==> config.mk <==
export PLATFORM = sky130hd
export DESIGN_NAME = egress_prio_select
export DESIGN_NICKNAME = d
export VERILOG_FILES = /design/src/rtl/egress_sel_pkg.sv /design/src/rtl/egress_sel_steer.sv /design/src/rtl/egress_sel_cand.sv /design/src/rtl/egress_sel_pick.sv /design/src/rtl/egress_prio_select.sv
export SDC_FILE = /design/constraint.sdc
export NUM_CORES = 1
export LEC_CHECK = 0
export BUFFER_PORTS_ARGS = -buffer_cell sky130_fd_sc_hd__buf_4
export CORE_MARGIN = 8
export CORE_UTILIZATION = 34
export CTS_CLUSTER_SIZE = 30
export DETAILED_ROUTE_END_ITERATION = 16
export MAX_ROUTING_LAYER = met4
export PLACE_DENSITY = 0.74
export SYNTH_ARGS = -nofsm -noshare
export SYNTH_HDL_FRONTEND = slang
export SYNTH_SLANG_ARGS = --single-unit
==> constraint.sdc <==
create_clock -name clk_i -period 3.05 [get_ports clk_i]
set_input_delay 0.305 -clock clk_i [delete_from_list [all_inputs] [get_ports clk_i]]
set_output_delay 0.305 -clock clk_i [all_outputs]
set_load 0.05 [all_outputs]
==> src/rtl/egress_sel_pkg.sv <==
package egress_sel_pkg;
  localparam int unsigned DEF_NUM_Q      = 8;
  localparam int unsigned DEF_NUM_STAGES = 2;

  typedef enum logic {
    SEL_IDLE = 1'b0,
    SEL_HOLD = 1'b1
  } sel_state_e;
endpackage

==> src/rtl/egress_sel_steer.sv <==
module egress_sel_steer #(
  parameter int unsigned NUM_Q = 8,
  localparam int unsigned QW = $clog2(NUM_Q)
) (
  input  logic             arr_valid_i,
  input  logic [QW-1:0]    arr_pcp_i,
  output logic [NUM_Q-1:0] steer_oh_o
);
  for (genvar q = 0; q < NUM_Q; q++) begin : g_dec
    assign steer_oh_o[q] = arr_valid_i && (arr_pcp_i == QW'(q));
  end
endmodule

==> src/rtl/egress_sel_cand.sv <==
module egress_sel_cand #(
  parameter int unsigned NUM_Q      = 8,
  parameter int unsigned NUM_STAGES = 2
) (
  input  logic [NUM_Q-1:0]            q_nonempty_i,
  input  logic [NUM_Q-1:0]            gate_open_i,
  input  logic [NUM_Q*NUM_STAGES-1:0] shaper_ok_i,
  output logic [NUM_Q-1:0]            cand_o
);
  for (genvar q = 0; q < NUM_Q; q++) begin : g_q
    logic [NUM_STAGES-1:0] stage_ok;
    for (genvar s = 0; s < NUM_STAGES; s++) begin : g_s
      assign stage_ok[s] = shaper_ok_i[s*NUM_Q+q];
    end
    // a blocked queue is indistinguishable from an empty one
    assign cand_o[q] = q_nonempty_i[q] & gate_open_i[q] & (&stage_ok);
  end
endmodule

==> src/rtl/egress_sel_pick.sv <==
module egress_sel_pick #(
  parameter int unsigned NUM_Q = 8,
  localparam int unsigned QW = $clog2(NUM_Q)
) (
  input  logic [NUM_Q-1:0] cand_i,
  output logic             any_o,
  output logic [QW-1:0]    idx_o
);
  always_comb begin
    idx_o = '0;
    for (int i = 0; i < NUM_Q; i++) begin
      if (cand_i[i]) idx_o = QW'(i);
    end
  end
  assign any_o = |cand_i;
endmodule

==> src/rtl/egress_prio_select.sv <==
module egress_prio_select
  import egress_sel_pkg::*;
#(
  parameter int unsigned NUM_Q      = DEF_NUM_Q,
  parameter int unsigned NUM_STAGES = DEF_NUM_STAGES,
  localparam int unsigned QW = $clog2(NUM_Q),
  localparam int unsigned SW = NUM_Q * NUM_STAGES
) (
  input  logic             clk_i,
  input  logic             rst_ni,
  input  logic             arr_valid_i,
  input  logic [QW-1:0]    arr_pcp_i,
  output logic [NUM_Q-1:0] steer_oh_o,
  input  logic [NUM_Q-1:0] q_nonempty_i,
  input  logic [NUM_Q-1:0] gate_open_i,
  input  logic [SW-1:0]    shaper_ok_i,
  input  logic             mac_busy_i,
  input  logic             mac_done_i,
  output logic             grant_valid_o,
  output logic [QW-1:0]    grant_q_o
);
  logic [NUM_Q-1:0] cand_now;
  logic [NUM_Q-1:0] snap_cand_q;
  logic             snap_busy_q;
  logic             pick_any;
  logic [QW-1:0]    pick_idx;
  sel_state_e       state_q;

  egress_sel_steer #(.NUM_Q(NUM_Q)) u_steer (
    .arr_valid_i (arr_valid_i),
    .arr_pcp_i   (arr_pcp_i),
    .steer_oh_o  (steer_oh_o)
  );

  egress_sel_cand #(.NUM_Q(NUM_Q), .NUM_STAGES(NUM_STAGES)) u_cand (
    .q_nonempty_i (q_nonempty_i),
    .gate_open_i  (gate_open_i),
    .shaper_ok_i  (shaper_ok_i),
    .cand_o       (cand_now)
  );

  // snapshot: all same-cycle queue/shaper updates settle before the pick
  always_ff @(posedge clk_i or negedge rst_ni) begin
    if (!rst_ni) begin
      snap_cand_q <= '0;
      snap_busy_q <= 1'b0;
    end else begin
      snap_cand_q <= cand_now;
      snap_busy_q <= mac_busy_i;
    end
  end

  egress_sel_pick #(.NUM_Q(NUM_Q)) u_pick (
    .cand_i (snap_cand_q),
    .any_o  (pick_any),
    .idx_o  (pick_idx)
  );

  always_ff @(posedge clk_i or negedge rst_ni) begin
    if (!rst_ni) begin
      state_q   <= SEL_IDLE;
      grant_q_o <= '0;
    end else begin
      unique case (state_q)
        SEL_IDLE: begin
          if (pick_any && !snap_busy_q) begin
            state_q   <= SEL_HOLD;
            grant_q_o <= pick_idx;
          end
        end
        SEL_HOLD: begin
          if (mac_done_i) state_q <= SEL_IDLE;
        end
        default: state_q <= SEL_IDLE;
      endcase
    end
  end

  assign grant_valid_o = (state_q == SEL_HOLD);
endmodule

==> metrics.log <==
[metrics] cell with the largest stage delay on the worst path: buf_4
[metrics] portion of netlist area occupied by mux cells: 0%
[metrics] Port Buffer Count: 51
[metrics] std cell rows: 15
[metrics] count of buffer and inverter cells on the critical path: 2
[metrics] CP Data Required Time: 2.74 ns
[metrics] ratio of final minimum period to clock period: 41.9%
[metrics] max-slew headroom at the worst pin: 83.2%
[metrics] number of fillers in the final layout: 147
[metrics] Cell Count Post-Placement: 121
[metrics] area fraction in and, or, nand and nor cells after synthesis: 33.1%
[metrics] placed wire-length estimate after detailed placement: 1530 um
[metrics] Total Routed Length: 1730 um
[metrics] x dimension of the die: 57.7 um
[metrics] switching portion of total power: 34.2%
[metrics] VDD IR-drop max: 0.224 mV
[metrics] crit-path max FO: 4
[metrics] main combinational cell family by area after synthesis: simple AND/OR/NAND/NOR gates
[metrics] number of nets at the end of the flow: 150
[metrics] area share of xor/xnor cells in the synthesized design: 0%
[metrics] fraction of the yosys area taken by sequential cells: 55.1%
[metrics] residual overflow from global routing: 0
[metrics] Syn. warnings: 0
[metrics] reg2reg setup slack: 1.83 ns
[metrics] count of vias placed by the detailed router: 623
[metrics] post-cts repair resize count: 0
[metrics] Critical path origin: arr_pcp_i[2]
[metrics] largest clock skew in the final design: 0.00557 ns
[metrics] unrepaired setup endpoints after global routing: false
[metrics] Cell Count, Final, Fillers Out: 126
[metrics] largest net degree at the start of global routing: 14
[metrics] aggregate global-route resource usage: 10.9%
[metrics] endpoint of the worst register-to-register path: grant_q_o[0]
[metrics] Critical Path Source Type: primary input
[metrics] Max Fclk: 783 MHz
[metrics] cell count along the critical path: 4
[metrics] clock tree from TritonCTS: yes
[metrics] longest individual stage delay on the worst path: 0.22 ns
[metrics] clock latency of the later-clocked register in the worst-skew pair: 0.27 ns
[metrics] starting density of the core: 35.4%
[metrics] ordered list of cells on the worst path: buf_4 -> nand2b_1 -> nor3_1 -> buf_4
[metrics] Num Clock Sinks: 13
[metrics] combinational share of power: 36.3%
[metrics] Setup TNS Final: 0 ns
[metrics] area delta synth->final: 74.6%
[metrics] Pre-antenna DRT Iters: 2
[metrics] class of the worst hold path: in2reg
[metrics] number of antenna violations at the first check in global routing: 0
[metrics] time the final worst path needs with I/O delays and setup: 1.28 ns
[metrics] fraction of power consumed by the clock network: 21.4%
[metrics] clock buffer count from CTS: 3
[metrics] root buf cell: clkbuf_4
[metrics] critical path capture point: steer_oh_o[0]
[metrics] Floorplan Core Area: 1670 um^2
[metrics] synthesized flop and latch total: 13
[metrics] wire length of the first global-routing pass: 2730 um
[metrics] via count of the first global-routing pass: 662
[metrics] Worst Setup End Kind: primary output
[metrics] level count of the clock H-tree: 1
[metrics] number of setup violations in the final report: 0
[metrics] class of the most critical setup path: in2out
[metrics] detailed-route vias per instance: 4.94
[metrics] worst r2r src: grant_valid_o
[metrics] WP data arrival: 0.97 ns
[metrics] Diodes inserted: 0
[metrics] Storage cell area: 325 um^2
[metrics] LEAKAGE: 0.536 nW
[metrics] fraction of layout cells with a size suffix above 1: 53.2%
[metrics] syn nets: 93
[metrics] count of distinct cell types in the synthesized netlist: 15
[metrics] family with the most delay on the worst path: buffers and inverters
[metrics] adder and majority gate portion of the synthesized area: 0%
[metrics] detailed-route DRC error count: 0
[metrics] power density over the cells: 467 nW/um^2
[metrics] cell count after synthesis: 53
[metrics] area fraction in compound gates after synthesis: 9.96%
[metrics] slew at the pin closest to its max-slew limit: 0.248 ns
[metrics] status: completed
[metrics] Max-Cap Viols: 0
[metrics] max-slew violation count: 0
[metrics] post-synthesis instance area: 591 um^2
[metrics] mean instance size in the synthesized netlist: 11.1 um^2
[metrics] IO Pins: 52
[metrics] Bufs on Longest Clock Path: 2
[metrics] antenna violation net count after detailed routing: 0
[metrics] depth of the worst register-to-register path: 4
[metrics] number of design-rule violations left by the first detailed-router iteration: 4
[metrics] internal cell power: 0.317 mW
[metrics] die outline area: 3330 um^2
[metrics] Multi-input gate area: 254 um^2
[metrics] wire length per cell: 13.7 um
[metrics] NetSw: 0.165 mW
[metrics] global placer's final weighted congestion: 0.754
[metrics] part of the power in registers: 42.3%
[metrics] final hold vios: 0
[metrics] cell repeated most along the worst path: buf_4
[metrics] Die Span Y: 57.7 um
[metrics] Clk pin slew, worst setup/hold paths: 0.07 ns
-- cells in the mapped netlist --
cell | count | share of area (%)
dfrtp_1 | 13 | 55
and4_1 | 8 | 12
nor2_1 | 8 | 5.1
nor3_1 | 4 | 3.4
a21oi_1 | 3 | 2.5
inv_1 | 3 | 1.9
nand2b_1 | 3 | 3.2
nand2_1 | 2 | 1.3
nor4_4 | 2 | 7.2
o21ai_0 | 2 | 1.7
a21o_2 | 1 | 1.5
a21oi_2 | 1 | 1.5
o21a_1 | 1 | 1.3
o311ai_1 | 1 | 1.5
or2_1 | 1 | 1.1
-- final cells by class --
| class | count | area share, % |
|---|---|---|
| Multi-Input combinational cell | 37 | 24.6 |
| Timing Repair Buffer | 52 | 38.1 |
| Clock buffer | 4 | 2.55 |
| Tap cell | 17 | 2.06 |
| Inverter | 3 | 1.09 |
| Sequential cell | 13 | 31.6 |
-- what timing repair did --
item                                    CTS  global route
endpoints found under the setup margin    0             0
endpoints found under the hold margin    13             0
hold buffers                              1             0
setup buffers                             0             0
-- cells in the final DEF (no fill, tap or decap) --
master         netlist  routed
dfrtp_1             13      13
or2_1                1       1
clkbuf_1             0       1
a21o_2               1       1
and4_1               8       8
nor3_1               4       4
nor2_1               8       8
o21a_1               1       1
inv_1                3       3
nor4_4               2       2
dlygate4sd3_1        0       1
a21oi_2              1       1
o21ai_0              2       2
a21oi_1              3       3
o311ai_1             1       1
clkbuf_4             0       3
buf_4                0      51
nand2_1              2       2
nand2b_1             3       3
-- worst min-delay path by stage --
stage	startpoint	to	slack (ns)	cells after the start
final	mac_busy_i	snap_busy_q	0.14	1
after global routing	mac_busy_i	snap_busy_q	0.12	1
after CTS	mac_busy_i	snap_busy_q	0.13	1
after detailed placement	rst_ni	snap_cand_q[7]	0.15	1
after global placement	rst_ni	snap_busy_q	0.15	1
after floorplan	rst_ni	grant_q_o[0]	0.009	0
-- cells by family (layout without fill, tap and decap cells) --
kind of cell,after synthesis,count (layout)
AOI/OAI and AO/OA,9,9
buffers and inverters,3,59
DFF,13,13
and+or+nand+nor,28,28
-- per-stage QoR --
step                      power [mW]  hold slack (ns)  setup WS, ns  util, %  cell area, um^2
after CTS                      0.490            0.129          1.77     61.7             1030
after detailed placement       0.384            0.154          1.77     59.6              995
after global placement         0.380            0.152          1.80     59.6              995
after floorplan                0.304          0.00941          1.22        -              591
after global routing           0.510            0.122          1.69     61.7             1030
final                          0.482            0.139          1.77     61.7             1030
-- worst register-to-register path, delay by kind of cell (launching register included) --
kind,cells,cell delay (ns)
and+or+nand+nor,1,0.25
AOI/OAI and AO/OA,3,0.47
DFF,1,0.40
-- flip-flops by register name, indices dropped and copies added, names as in the netlist --
signal	cells
grant_valid_o	1
grant_q_o	3
snap_cand_q	8
snap_busy_q	1
-- layer usage --
| metal | global-route usage [%] | up-vias | wire [um] |
|---|---|---|---|
| met3 | 3.09 | 4 | 103 |
| met4 | 9.44 | 0 | 59 |
| li1 | - | 306 | - |
| met2 | 18.5 | 28 | 900 |
| met5 | - | - | 0 |
| met1 | 9.97 | 285 | 667 |
-- power by group through the flow --
stage               Clock, mW  Sequential (mW)  Combinational (mW)
global route            0.116            0.206               0.188
global placement            0            0.207               0.174
finish                  0.103            0.204               0.175
floorplan                   0            0.264              0.0400
CTS                     0.108            0.204               0.177
detailed placement          0            0.208               0.176
(Power assumes the default switching activity.)
